$ cat src/rtl/lsrx_pkg.sv
package lsrx_pkg;

  typedef enum logic [2:0] {
    ST_IDLE    = 3'd0,
    ST_ARMED   = 3'd1,
    ST_CONFIRM = 3'd2,
    ST_HUNT    = 3'd3,
    ST_RECV    = 3'd4,
    ST_DRAIN   = 3'd5
  } rx_state_t;

  localparam logic [1:0] LINE_J   = 2'b01;
  localparam logic [1:0] LINE_K   = 2'b10;
  localparam logic [1:0] LINE_SE0 = 2'b00;

endpackage

$ cat src/rtl/lsrx_sync2.sv
module lsrx_sync2 #(
  parameter int WIDTH  = 2,
  parameter int STAGES = 2,
  parameter logic [WIDTH-1:0] RST_VAL = '0
) (
  input  logic             clk,
  input  logic             rst_n,
  input  logic [WIDTH-1:0] din,
  output logic [WIDTH-1:0] dout
);

  for (genvar g = 0; g < WIDTH; g++) begin : g_bit
    logic [STAGES-1:0] ff_q;

    always_ff @(posedge clk or negedge rst_n) begin
      if (!rst_n) ff_q <= {STAGES{RST_VAL[g]}};
      else        ff_q <= {ff_q[STAGES-2:0], din[g]};
    end

    assign dout[g] = ff_q[STAGES-1];
  end

endmodule

$ cat src/rtl/lsrx_bit_timer.sv
module lsrx_bit_timer #(
  parameter int INT_CLKS = 10,
  parameter int FRAC_NUM = 2,
  parameter int FRAC_DEN = 3,
  parameter int CW       = 5,
  localparam int AW      = (FRAC_DEN > 1) ? $clog2(FRAC_DEN) : 1
) (
  input  logic          clk,
  input  logic          rst_n,
  input  logic          load,
  input  logic [CW-1:0] load_val,
  input  logic [AW-1:0] load_acc,
  input  logic          run,
  output logic          tick
);

  localparam int SW = AW + 1;

  logic [CW-1:0] cnt_q, cnt_d;
  logic [AW-1:0] acc_q, acc_d;
  logic [SW-1:0] acc_sum;
  logic          carry;

  // fractional phase: every tick adds FRAC_NUM/FRAC_DEN of a clock
  always_comb begin
    acc_sum = {1'b0, acc_q} + SW'(FRAC_NUM);
    carry   = (acc_sum >= SW'(FRAC_DEN));
    tick    = run && (cnt_q == CW'(1));
    cnt_d   = cnt_q;
    acc_d   = acc_q;
    if (load) begin
      cnt_d = load_val;
      acc_d = load_acc;
    end else if (tick) begin
      cnt_d = CW'(INT_CLKS) + CW'(carry);
      acc_d = carry ? AW'(acc_sum - SW'(FRAC_DEN)) : AW'(acc_sum);
    end else if (run) begin
      cnt_d = cnt_q - CW'(1);
    end
  end

  always_ff @(posedge clk or negedge rst_n) begin
    if (!rst_n) begin
      cnt_q <= CW'(INT_CLKS);
      acc_q <= '0;
    end else begin
      cnt_q <= cnt_d;
      acc_q <= acc_d;
    end
  end

endmodule

$ cat src/rtl/lsrx_nrzi_unstuff.sv
module lsrx_nrzi_unstuff #(
  parameter int STUFF_RUN = 6,
  localparam int OW       = $clog2(STUFF_RUN + 1)
) (
  input  logic       clk,
  input  logic       rst_n,
  input  logic       clear,
  input  logic       step,
  input  logic       level,
  output logic       byte_done,
  output logic [7:0] byte_val
);

  logic          prev_q, prev_d;
  logic [OW-1:0] ones_q, ones_d;
  logic [7:0]    shreg_q, shreg_d;
  logic [2:0]    bidx_q, bidx_d;
  logic          bit_one;
  logic          is_stuff;

  always_comb begin
    bit_one   = (level == prev_q);
    is_stuff  = (ones_q == OW'(STUFF_RUN));
    byte_val  = {bit_one, shreg_q[7:1]};
    byte_done = step && !is_stuff && (bidx_q == 3'd7);

    prev_d  = prev_q;
    ones_d  = ones_q;
    shreg_d = shreg_q;
    bidx_d  = bidx_q;
    if (clear) begin
      prev_d  = 1'b0;           // last sync bit is K: D- low
      ones_d  = '0;
      shreg_d = '0;
      bidx_d  = '0;
    end else if (step) begin
      prev_d = level;
      if (is_stuff) begin
        ones_d = '0;
      end else begin
        shreg_d = byte_val;
        bidx_d  = bidx_q + 3'd1;
        ones_d  = bit_one ? ones_q + OW'(1) : '0;
      end
    end
  end

  always_ff @(posedge clk or negedge rst_n) begin
    if (!rst_n) begin
      prev_q  <= 1'b0;
      ones_q  <= '0;
      shreg_q <= '0;
      bidx_q  <= '0;
    end else begin
      prev_q  <= prev_d;
      ones_q  <= ones_d;
      shreg_q <= shreg_d;
      bidx_q  <= bidx_d;
    end
  end

endmodule

$ cat src/rtl/lsusb_rx.sv
module lsusb_rx
  import lsrx_pkg::*;
#(
  parameter int BUF_BYTES    = 8,
  parameter int INT_CLKS     = 10,
  parameter int FRAC_NUM     = 2,
  parameter int FRAC_DEN     = 3,
  parameter int CONFIRM_CLKS = 16,
  parameter int SYNC_WINDOW  = 24,
  parameter int STUFF_RUN    = 6,
  parameter int SYNC_STAGES  = 2
) (
  input  logic                           clk,
  input  logic                           rst_n,
  input  logic                           dp_in,
  input  logic                           dm_in,
  input  logic                           buf_ready,
  output logic                           wr_en,
  output logic [$clog2(BUF_BYTES)-1:0]   wr_addr,
  output logic [7:0]                     wr_data,
  output logic                           eop_valid,
  output logic [$clog2(BUF_BYTES+1)-1:0] eop_len,
  output logic                           err_overflow,
  output logic                           err_nosync
);

  localparam int AW    = $clog2(BUF_BYTES);
  localparam int LW    = $clog2(BUF_BYTES + 1);
  localparam int TMAX0 = (CONFIRM_CLKS > SYNC_WINDOW) ? CONFIRM_CLKS : SYNC_WINDOW;
  localparam int TMAX  = (TMAX0 > INT_CLKS + 1) ? TMAX0 : INT_CLKS + 1;
  localparam int CW    = $clog2(TMAX + 1);
  localparam int FW    = (FRAC_DEN > 1) ? $clog2(FRAC_DEN) : 1;

  // reset: asserted asynchronously, released on a clock edge
  logic [1:0] rst_pipe_q;
  logic       rst_int_n;

  always_ff @(posedge clk or negedge rst_n) begin
    if (!rst_n) rst_pipe_q <= 2'b00;
    else        rst_pipe_q <= {rst_pipe_q[0], 1'b1};
  end
  assign rst_int_n = rst_pipe_q[1];

  // line synchronizer, reset to J
  logic [1:0] line_s;

  lsrx_sync2 #(
    .WIDTH  (2),
    .STAGES (SYNC_STAGES),
    .RST_VAL(LINE_J)
  ) u_sync (
    .clk  (clk),
    .rst_n(rst_int_n),
    .din  ({dp_in, dm_in}),
    .dout (line_s)
  );

  logic ln_j, ln_k, ln_se0;
  assign ln_j   = (line_s == LINE_J);
  assign ln_k   = (line_s == LINE_K);
  assign ln_se0 = (line_s == LINE_SE0);

  // bit timer
  logic          tmr_load;
  logic [CW-1:0] tmr_val;
  logic          tmr_run;
  logic          tick;

  lsrx_bit_timer #(
    .INT_CLKS(INT_CLKS),
    .FRAC_NUM(FRAC_NUM),
    .FRAC_DEN(FRAC_DEN),
    .CW      (CW)
  ) u_timer (
    .clk     (clk),
    .rst_n   (rst_int_n),
    .load    (tmr_load),
    .load_val(tmr_val),
    .load_acc(FW'(1)),
    .run     (tmr_run),
    .tick    (tick)
  );

  // decoder
  logic       dec_clear;
  logic       dec_step;
  logic       byte_done;
  logic [7:0] byte_val;

  lsrx_nrzi_unstuff #(
    .STUFF_RUN(STUFF_RUN)
  ) u_dec (
    .clk      (clk),
    .rst_n    (rst_int_n),
    .clear    (dec_clear),
    .step     (dec_step),
    .level    (line_s[0]),
    .byte_done(byte_done),
    .byte_val (byte_val)
  );

  // control state and outputs
  rx_state_t     state_q, state_d;
  logic [LW-1:0] cnt_q, cnt_d;
  logic          wr_en_q, wr_en_d;
  logic [AW-1:0] wr_addr_q, wr_addr_d;
  logic [7:0]    wr_data_q, wr_data_d;
  logic          eop_q, eop_d;
  logic [LW-1:0] len_q, len_d;
  logic          ovf_q, ovf_d;
  logic          nos_q, nos_d;

  assign tmr_run = (state_q == ST_CONFIRM) || (state_q == ST_HUNT) ||
                   (state_q == ST_RECV);

  always_comb begin
    state_d   = state_q;
    cnt_d     = cnt_q;
    tmr_load  = 1'b0;
    tmr_val   = CW'(CONFIRM_CLKS);
    dec_clear = 1'b0;
    dec_step  = 1'b0;
    wr_en_d   = 1'b0;
    wr_addr_d = wr_addr_q;
    wr_data_d = wr_data_q;
    eop_d     = 1'b0;
    len_d     = len_q;
    ovf_d     = 1'b0;
    nos_d     = 1'b0;

    unique case (state_q)
      ST_IDLE: begin
        if (buf_ready && ln_j) state_d = ST_ARMED;
      end
      ST_ARMED: begin
        if (!buf_ready) begin
          state_d = ST_IDLE;
        end else if (ln_k) begin
          state_d  = ST_CONFIRM;
          tmr_load = 1'b1;
        end
      end
      ST_CONFIRM: begin
        if (tick) begin
          if (ln_k) begin
            state_d   = ST_RECV;
            dec_clear = 1'b1;
            cnt_d     = '0;
          end else begin
            state_d  = ST_HUNT;
            tmr_load = 1'b1;
            tmr_val  = CW'(SYNC_WINDOW);
          end
        end
      end
      ST_HUNT: begin
        if (ln_k) begin
          state_d  = ST_CONFIRM;
          tmr_load = 1'b1;
        end else if (tick) begin
          state_d = ST_IDLE;
          nos_d   = 1'b1;
        end
      end
      ST_RECV: begin
        if (tick) begin
          if (ln_se0) begin
            state_d = ST_IDLE;
            eop_d   = 1'b1;
            len_d   = cnt_q;
          end else begin
            dec_step = 1'b1;
            if (byte_done) begin
              if (cnt_q == LW'(BUF_BYTES)) begin
                state_d = ST_DRAIN;
                ovf_d   = 1'b1;
              end else begin
                wr_en_d   = 1'b1;
                wr_addr_d = cnt_q[AW-1:0];
                wr_data_d = byte_val;
                cnt_d     = cnt_q + LW'(1);
              end
            end
          end
        end
      end
      ST_DRAIN: begin
        if (ln_se0) state_d = ST_IDLE;
      end
      default: state_d = ST_IDLE;
    endcase
  end

  always_ff @(posedge clk or negedge rst_int_n) begin
    if (!rst_int_n) begin
      state_q   <= ST_IDLE;
      cnt_q     <= '0;
      wr_en_q   <= 1'b0;
      wr_addr_q <= '0;
      wr_data_q <= '0;
      eop_q     <= 1'b0;
      len_q     <= '0;
      ovf_q     <= 1'b0;
      nos_q     <= 1'b0;
    end else begin
      state_q   <= state_d;
      cnt_q     <= cnt_d;
      wr_en_q   <= wr_en_d;
      wr_addr_q <= wr_addr_d;
      wr_data_q <= wr_data_d;
      eop_q     <= eop_d;
      len_q     <= len_d;
      ovf_q     <= ovf_d;
      nos_q     <= nos_d;
    end
  end

  assign wr_en        = wr_en_q;
  assign wr_addr      = wr_addr_q;
  assign wr_data      = wr_data_q;
  assign eop_valid    = eop_q;
  assign eop_len      = len_q;
  assign err_overflow = ovf_q;
  assign err_nosync   = nos_q;

endmodule

$ cat config.mk
export PLATFORM = sky130hd
export DESIGN_NAME = lsusb_rx
export DESIGN_NICKNAME = d
export VERILOG_FILES = /design/src/rtl/lsrx_pkg.sv /design/src/rtl/lsrx_sync2.sv /design/src/rtl/lsrx_bit_timer.sv /design/src/rtl/lsrx_nrzi_unstuff.sv /design/src/rtl/lsusb_rx.sv
export SDC_FILE = /design/constraint.sdc
export NUM_CORES = 1
export LEC_CHECK = 0
export BUFFER_PORTS_ARGS = -buffer_cell sky130_fd_sc_hd__buf_2
export CAP_MARGIN = 10
export CELL_PAD_IN_SITES_DETAIL_PLACEMENT = 2
export CELL_PAD_IN_SITES_GLOBAL_PLACEMENT = 2
export CORE_AREA = 2 2 97 76
export DETAILED_ROUTE_END_ITERATION = 8
export DIE_AREA = 0 0 99 78
export MAX_ROUTING_LAYER = met4
export PLACE_DENSITY_LB_ADDON = 0.1
export SKIP_LAST_GASP = 1
export SYNTH_ARGS = -nofsm -noshare
export SYNTH_HDL_FRONTEND = slang
export SYNTH_SLANG_ARGS = --single-unit
$ cat constraint.sdc
create_clock -name clk -period 2.2 [get_ports clk]
set_clock_uncertainty 0.1 [all_clocks]
set_input_delay 0.44 -clock clk [delete_from_list [all_inputs] [get_ports clk]]
set_output_delay 0.44 -clock clk [all_outputs]
set_load 0.005 [all_outputs]
==> results of run 1 <==
-- cells by family after synthesis --
family	share of synthesized area
and+or+nand+nor	0.178
DFF	0.519
AOI/OAI and AO/OA	0.128
buffers and inverters	0.0356
muxes	0.0824
adders and majority gates	0.0488
xor gates and xnor gates	0.00683
other	0.00146
-- cell type report --
| type | count | area (um2) |
|---|---|---|
| tap | 84 | 105 |
| fill | 675 | 3490 |
| clock inverter | 1 | 7.51 |
| timing repair buffer | 59 | 399 |
| clock buffer | 7 | 86.3 |
| inverter | 10 | 37.5 |
| multi-input combinational | 158 | 1210 |
| sequential | 53 | 1330 |
-- synthesized netlist by cell type, types with 2 or more instances --
library cell  number  area (um2)
nor3_1             2        10.0
and3_1             2        12.5
nor2_1            17        63.8
buf_6              2        22.5
nand3b_1           3        22.5
a311oi_1           3        26.3
nand4b_1           3        26.3
a21oi_1           15        75.1
or4_1              2        15.0
mux2_2            13         146
nor2b_1            3        18.8
mux2i_1            2        20.0
nand2_1           26        97.6
dfrtp_1           49        1230
o31ai_1            4        30.0
xnor2_1            2        17.5
o221ai_1           2        17.5
or3_1              2        12.5
o21ai_0            6        30.0
dfstp_2            4         105
o21a_1             2        15.0
o211ai_1           2        15.0
nor4b_4            2        47.6
nor3b_1            2        15.0
mux2_1             4        45.0
nand3_1            4        20.0
ha_1              10         125
clkbuf_1           7        26.3
inv_1             10        37.5
o2111ai_1          2        17.5
nand2b_1           2        12.5
-- worst paths after layout --
path	startpoint	to	slack [ns]	cells past startpoint
worst max register to register	u_timer.cnt_q[0]$_DFFE_PN0P_	u_timer.acc_q[1]$_DFFE_PN0P_	0.01	6
worst max-delay path	u_timer.cnt_q[0]$_DFFE_PN0P_	u_timer.acc_q[1]$_DFFE_PN0P_	0.01	6
worst min register to register	u_sync.g_bit[1].ff_q[0]$_DFF_PN0_	u_sync.g_bit[1].ff_q[1]$_DFF_PN0_	0.26	0
worst min-delay path	dm_in	u_sync.g_bit[0].ff_q[0]$_DFF_PN1_	0.13	1
max in group asynchronous	rst_pipe_q[1]$_DFF_PN0_	u_dec.bidx_q[2]$_DFFE_PN0P_	1.24	1
min in group asynchronous	rst_pipe_q[1]$_DFF_PN0_	eop_len[0]$_DFFE_PN0P_	0.29	1
-- registers in the layout, summed over array words and instances, names as in the netlist, 3 cells and up --
register / count
state_q: 3
eop_len: 4
wr_data: 8
u_dec.ones_q: 3
u_dec.shreg_q: 7
u_sync.g_bit.ff_q: 4
wr_addr: 3
u_dec.bidx_q: 3
cnt_q: 4
u_timer.cnt_q: 5
-- what timing repair did --
action                     CTS  global route
pin swaps                    3            10
buffers inserted             1             4
resized for setup            7            14
hold endpoints to repair     2             0
hold buffers                 1             0
setup endpoints to repair   25            30
cloned                       1             0
-- routing by layer --
metal | part of all wire | vias to the layer above | track usage
li1 | - | 932 | -
met1 | 0.47 | 1033 | 0.247
met2 | 0.50 | 25 | 0.309
met3 | 0.025 | 4 | 0.0342
met4 | 0.0062 | 0 | 0.0411
met5 | 0 | - | -
-- per-stage QoR --
stage | hold slack [ns] | util | worst slack, ns
6_report | 0.129 | 0.477 | 0.0103
3_5_place_dp | 0.130 | 0.443 | -0.0331
4_1_cts | 0.118 | 0.465 | 0.0126
3_3_place_gp | 0.126 | 0.443 | 0.0422
2_1_floorplan | 0.0444 | - | 0.0348
5_1_grt | 0.105 | 0.477 | -0.0704
-- report_power, final --
group	internal [W]	leakage [nW]	total [W]	switching [W]
clock	0.000257	0.0445	0.000575	0.000318
sequential	0.00110	0.689	0.00123	0.000137
combinational	0.000390	0.766	0.000862	0.000472
==> flow_summary.yaml, run 1 <==
routing:
  wl_per_cell_um: 18.7
  route.vias.total: 1994
  postRouteAntennaNets: 0
  drtIter0Drc: 33
  wl_mm: 6.97
  firstDrtPassIters: 4
  vias_per_cell: 5.36
  drc: 0
layout:
  layout.cells.most_common: "dfrtp_1"
  diodes: 0
  synthToLayoutAreaGrowth_pct: 24.0
  drive_above_1_share: 0.368
  stdcell_count: 372
  final_nets: 302
  design_area_um2: 3180
  final_cell_mix: "48 x dfrtp_1, 32 x buf_4, 24 x nand2_1"
power:
  power.total_w: 0.00267
  ir_drop_uv: 320
  power_density_nw_per_um2: 839
  p_leak_nw: 1.50
critical_path:
  worstPathArrival_ns: 2.26
  cp_slowest_cell: "or4b_4"
  critPathTopFamily: "simple AND/OR/NAND/NOR gates"
  path_class: "reg2reg"
  cp_data_required_time_ns: 2.27
  path_buf_inv: 1
  slowest_delay_ns: 0.52
  cp_cell_sequence: "ha_4 > or4b_4 > or3_1 > a211oi_2 > buf_4 > a311oi_1"
  critPathLaunchType: "register"
  cp-end-kind: "register"
  crit_path_max_fanout: 6
logic_synthesis:
  yosys_warnings: 0
  async_reset_ff_frac: 1.00
  synth.avg_cell_area_um2: 11.1
  synth_nets: 246
  ys_types: 53
  synth_edf_count: 0
  synthCells: 231
  synth_area_um2: 2570
  synthFlopType: "dfrtp_1"
  yosysSeqAreaShare: 0.519
  ys_ff_latch: 53
sta:
  finalHoldViolations: 0
  slew_viol_final: 0
  setup_violations: 0
  fin_tns_setup_ns: 0
  period_share: 0.995
  fmax_mhz: 457
  layout_min_cycle_time_ns: 2.19
  worst_pin_slew_ns: 0.671
  rsz0062_at_grt: "yes"
  relSlewSlack: 0.553
clock_network:
  root_buffer: "clkbuf_8"
  tritoncts: "done"
  clock_path_buffers: 2
  clock_sinks: 53
  clk_pin_slew_ns: 0.09
  clk_latency_ns: 0.30
  cts_made_buffers: 5
  h-tree-depth: 2
die:
  die-area_um2: 7720
  die_h_um: 78
  rows: 26
  ios: 24
  core_um2: 6670
  die_w_um: 99
  initial_core_util: 0.385
placed_design:
  place_area_um2: 2950
  placed_cells: 357
  gp_congestion: 0.787
  numPortBuffers: 23
  dpl.hpwl_mm: 4.69
hold_path:
  hold_path.class: "in2reg"
global_route:
  grt_usage: 0.189
  grt.overflow.total: 0
  antenna_found_initial: 0
  grt_pass1_wl_mm: 11.4
  grt_pass1_vias: 2189
  grt_max_degree: 52
job:
  maxCapViolations: 0
run_status:
  status: "complete, no violations"
Power figures use the tool's default switching activity.
==> inputs of run 2 (changes only) <==
--- a/config.mk
+++ b/config.mk
@@ -14,6 +14,7 @@
 export DIE_AREA = 0 0 99 78
 export MAX_ROUTING_LAYER = met4
 export PLACE_DENSITY_LB_ADDON = 0.1
+export RECOVER_POWER = 50
 export SKIP_LAST_GASP = 1
 export SYNTH_ARGS = -nofsm -noshare
 export SYNTH_HDL_FRONTEND = slang
==> flow_summary.yaml, run 2 (synthesis results as in run 1) <==
run_status:
  status: "complete, no violations"
layout:
  nFillCells: 675
  layout.cells.most_common: "dfrtp_1"
  final_util: 0.477
  final_nets: 302
  stdcell_count: 372
  largest_reg_flops: 8
  synthToLayoutAreaGrowth_pct: 23.8
  ff_latch_area_um2: 1330
  multi_input_area_um2: 1210
  final_cell_mix: "48 x dfrtp_1, 31 x buf_4, 24 x nand2_1"
  drive_above_1_share: 0.365
  diodes: 0
die:
  die_w_um: 99
  die-area_um2: 7720
  core_um2: 6670
  initial_core_util: 0.385
  rows: 26
  die_h_um: 78
  ios: 24
critical_path:
  critPathLaunchType: "register"
  worstPathArrival_ns: 2.26
  path_buf_inv: 1
  cp-end-kind: "register"
  worst-path-stages: 6
  crit_path_max_fanout: 6
  ff2ff_path_depth: 6
  critPathTopFamily: "simple AND/OR/NAND/NOR gates"
  path_class: "reg2reg"
  cp_slowest_cell: "or4b_4"
  slowest_delay_ns: 0.52
  cp_data_required_time_ns: 2.27
  cp_cell_sequence: "ha_4 > or4b_4 > or3_1 > a211oi_2 > buf_4 > a311oi_1"
global_route:
  met2_usage: 0.309
  grt_max_degree: 52
  grt_pass1_wl_mm: 11.4
  antenna_found_initial: 0
  met1_usage: 0.247
  grt.overflow.total: 0
  grt.met3_usage: 0.0342
  grt_usage: 0.189
  grt-busiest-layer: "met2"
  grt_pass1_vias: 2189
power:
  p_leak_nw: 1.50
  pwr-share-clk: 0.215
  power.total_w: 0.00267
  p_sw_frac: 0.347
  netSwitchingPower_w: 0.000927
  p_comb_frac: 0.323
  p_int_w: 0.00174
  ir_drop_uv: 320
  power_density_nw_per_um2: 840
  seqPwrFrac: 0.462
clock_network:
  tritoncts: "done"
  h-tree-depth: 2
  clk_latency_ns: 0.30
  clk_pin_slew_ns: 0.09
  cts_made_buffers: 5
  root_buffer: "clkbuf_8"
  clock_path_buffers: 2
  clock_sinks: 53
placed_design:
  placed_cells: 357
  gp_congestion: 0.787
  dpl.hpwl_mm: 4.69
  dp_worst_setup_slack_ns: -0.0331
  numPortBuffers: 23
sta:
  setup_violations: 0
  slew_viol_final: 0
  fin_hold_ws_ns: 0.129
  worst_pin_slew_ns: 1.30
  finalHoldViolations: 0
  period_share: 0.995
  worst_slack_ns: 0.0103
  layout_min_cycle_time_ns: 2.19
  relSlewSlack: 0.131
  rsz0062_at_grt: "yes"
  fmax_mhz: 457
routing:
  postRouteAntennaNets: 0
  route.vias.total: 1994
  wl_per_cell_um: 18.7
  drc: 0
  firstDrtPassIters: 4
  drtIter0Drc: 33
  vias_per_cell: 5.36
  wl_mm: 6.97
hold_path:
  whs_path_depth: 1
  hold_path.class: "in2reg"
job:
  maxCapViolations: 0
-- run 2: timing repair --
action	in CTS	in global routing
gates cloned	1	0
endpoints found under the setup margin	25	30
hold endpoints to repair	2	0
hold buffers	1	0
buffers inserted	1	4
pin swaps	3	10
gates resized for setup	7	14
-- run 2: cell type report --
type / instances / share of cell area
clock buffers: 7 / 0.0272
clock inverters: 1 / 0.00236
inverters: 10 / 0.0118
multi-input cells: 158 / 0.382
flip-flops and latches: 53 / 0.419
well taps: 84 / 0.0331
repair buffers: 59 / 0.124
-- run 2: power by group through the flow --
stage / sequential (W) / clock [W] / combinational (W)
after global placement: 0.00123 / 0 / 0.000778
after CTS: 0.00122 / 0.000602 / 0.000847
after floorplan: 0.00119 / 0 / 0.000540
after global routing: 0.00125 / 0.000646 / 0.000952
final: 0.00123 / 0.000575 / 0.000861
after detailed placement: 0.00123 / 0 / 0.000811
-- run 2: worst paths after layout --
path | startpoint | end | slack (ns)
max | u_timer.cnt_q[0]$_DFFE_PN0P_ | u_timer.acc_q[1]$_DFFE_PN0P_ | 0.01
min | dm_in | u_sync.g_bit[0].ff_q[0]$_DFF_PN1_ | 0.13
max reg2reg | u_timer.cnt_q[0]$_DFFE_PN0P_ | u_timer.acc_q[1]$_DFFE_PN0P_ | 0.01
min reg2reg | u_sync.g_bit[1].ff_q[0]$_DFF_PN0_ | u_sync.g_bit[1].ff_q[1]$_DFF_PN0_ | 0.26
max in group asynchronous | rst_pipe_q[1]$_DFF_PN0_ | u_dec.bidx_q[2]$_DFFE_PN0P_ | 0.66
min in group asynchronous | rst_n | rst_pipe_q[1]$_DFF_PN0_ | 0.34
-- run 2: stage by stage --
stage / area (um2) / TNS (ns)
global route: 3180 / -1.12
global placement: 2950 / 0
floorplan: 2570 / 0
detailed placement: 2950 / -0.0733
finish: 3180 / 0
CTS: 3100 / 0
-- run 2: routing by layer --
layer / routed length, um / up-vias
li1: - / 932
met1: 3260 / 1033
met2: 3490 / 25
met3: 176 / 4
met4: 43 / 0
met5: 0 / -
==> inputs of run 3 (changes only) <==
==> constraint.sdc (replaced) <==
create_clock -name clk -period 2.1 [get_ports clk]
set_clock_uncertainty 0.1 [all_clocks]
set_input_delay 0.42 -clock clk [delete_from_list [all_inputs] [get_ports clk]]
set_output_delay 0.42 -clock clk [all_outputs]
set_load 0.005 [all_outputs]
==> flow_summary.yaml, run 3 (synthesis results as in run 1) <==
sta:
  fmax_mhz: 463
  setup_violations: 20
  layout_min_cycle_time_ns: 2.16
  slew_viol_final: 0
  period_share: 1.03
  rsz0062_at_grt: "yes"
  worst_slack_ns: -0.0582
  worst_pin_slew_ns: 1.27
  relSlewSlack: 0.154
  finalHoldViolations: 0
layout:
  layout.cells.most_common: "dfrtp_1"
  multi_input_area_um2: 1250
  drive_above_1_share: 0.372
  synthToLayoutAreaGrowth_pct: 29.1
  diodes: 0
  largest_reg_flops: 8
  final_cell_mix: "48 x dfrtp_1, 36 x buf_4, 26 x nand2_1"
  ff_latch_area_um2: 1330
  final_nets: 310
  nFillCells: 714
  design_area_um2: 3310
routing:
  drtIter0Drc: 42
  wl_mm: 6.73
  postRouteAntennaNets: 0
  vias_per_cell: 5.32
  wl_per_cell_um: 17.7
  firstDrtPassIters: 4
  route.vias.total: 2021
  drc: 0
die:
  initial_core_util: 0.385
  core_um2: 6670
  die_h_um: 78
  die_w_um: 99
  ios: 24
  die-area_um2: 7720
  rows: 26
critical_path:
  ff2ff_path_depth: 8
  critPathLaunchType: "register"
  crit_path_max_fanout: 11
  cp_slowest_cell: "dfstp_2"
  cp-end-kind: "register"
  worstPathArrival_ns: 2.29
  path_class: "reg2reg"
  cp_cell_sequence: "inv_2 > ha_4 > buf_4 > nor4b_4 > nand4b_1 > buf_4 > or3_1 > a21oi_1"
  slowest_delay_ns: 0.39
  cp_common_cell: "buf_4"
  cp_data_required_time_ns: 2.23
clock_network:
  clock_sinks: 53
  clk_latency_ns: 0.30
  root_buffer: "clkbuf_8"
  tritoncts: "done"
  cts_made_buffers: 5
  clock_path_buffers: 2
  h-tree-depth: 2
  clk_pin_slew_ns: 0.10
placed_design:
  numPortBuffers: 23
  place_area_um2: 3030
  dpl.hpwl_mm: 4.75
  gp_congestion: 0.772
global_route:
  grt_max_degree: 52
  antenna_found_initial: 0
  grt_pass1_vias: 2207
  grt.overflow.total: 0
  grt_usage: 0.191
  grt_pass1_wl_mm: 11.4
hold_path:
  hold_path.class: "in2reg"
  whs_path_depth: 1
job:
  maxCapViolations: 0
power:
  p_leak_nw: 1.56
  power_density_nw_per_um2: 896
  ir_drop_uv: 287
  power.total_w: 0.00297
run_status:
  status: "complete, but fails checks"
  violations: "negative setup slack"
==> run 3: changes by cell type in the layout (fill, tap and decap cells not counted), moves of 2 or more <==
cell / delta
nand2_1: +2
nand2_2: -2
a21oi_1: +5
buf_4: +5
nor2_4: +2
a21oi_2: -5
mux2_4: +11
buf_6: +3
mux2_2: -9
mux2_1: -2
==> run 3: power by group <==
group | total, W | internal [W] | switching, W
registers | 0.00126 | 0.00115 | 0.000109
clock network | 0.000725 | 0.000389 | 0.000336
logic | 0.000985 | 0.000460 | 0.000525
total | 0.00297 | 0.00200 | 0.000970
==> run 3: layout make-up <==
class | instances | area share
sequential | 53 | 0.402
tap | 84 | 0.0317
inverter | 10 | 0.0113
timing repair buffer | 67 | 0.141
clock buffer | 7 | 0.0261
multi-input combinational | 158 | 0.379
clock inverter | 1 | 0.00907
==> run 3: worst paths after layout <==
path	end	slack, ns	startpoint
max in group asynchronous	u_dec.shreg_q[7]$_DFFE_PN0P_	0.62	rst_pipe_q[1]$_DFF_PN0_
min in group asynchronous	rst_pipe_q[0]$_DFF_PN0_	0.33	rst_n
hold reg to reg	u_sync.g_bit[1].ff_q[1]$_DFF_PN0_	0.26	u_sync.g_bit[1].ff_q[0]$_DFF_PN0_
setup reg to reg	cnt_q[1]$_DFFE_PN0P_	-0.06	u_timer.cnt_q[1]$_DFFE_PN1P_
hold / removal	u_sync.g_bit[0].ff_q[0]$_DFF_PN1_	0.10	dm_in
setup / recovery	cnt_q[1]$_DFFE_PN0P_	-0.06	u_timer.cnt_q[1]$_DFFE_PN1P_
==> run 3: timing repair <==
action	4_1_cts	5_1_grt
resized for setup	20	11
buffers inserted	2	2
gates cloned	1	0
endpoints found under the setup margin	35	36
hold endpoints to repair	2	0
hold buffers	1	0
pin swaps	6	6
==> run 3: critical path, delay by kind of cell (launching register included) <==
kind	cells	cell delay [ns]
buf+inv	3	0.44
flops	1	0.39
simple gates	3	0.87
compound gates	1	0.17
fa+ha+maj	1	0.12
==> run 3: layer usage <==
layer | vias to the layer above | track usage | share of wire
li1 | 951 | - | -
met1 | 1041 | 0.258 | 0.48
met2 | 25 | 0.311 | 0.49
met3 | 4 | 0.0324 | 0.025
met4 | 0 | 0.0274 | 0.0042
met5 | - | - | 0
==> run 3: metrics by stage <==
| step | std cells | setup WS [ns] | util | TNS, ns | hold WS [ns] |
|---|---|---|---|---|---|
| finish | 380 | -0.0582 | 0.497 | -0.577 | 0.103 |
| CTS | 378 | -0.111 | 0.487 | -1.10 | 0.0963 |
| global route | 380 | -0.143 | 0.497 | -3.28 | 0.0856 |
| detailed placement | 366 | -0.101 | 0.455 | -1.38 | 0.108 |
| global placement | 366 | -0.0249 | 0.455 | -0.0956 | 0.106 |
| floorplan | 231 | -0.00540 | - | -0.00540 | 0.0244 |
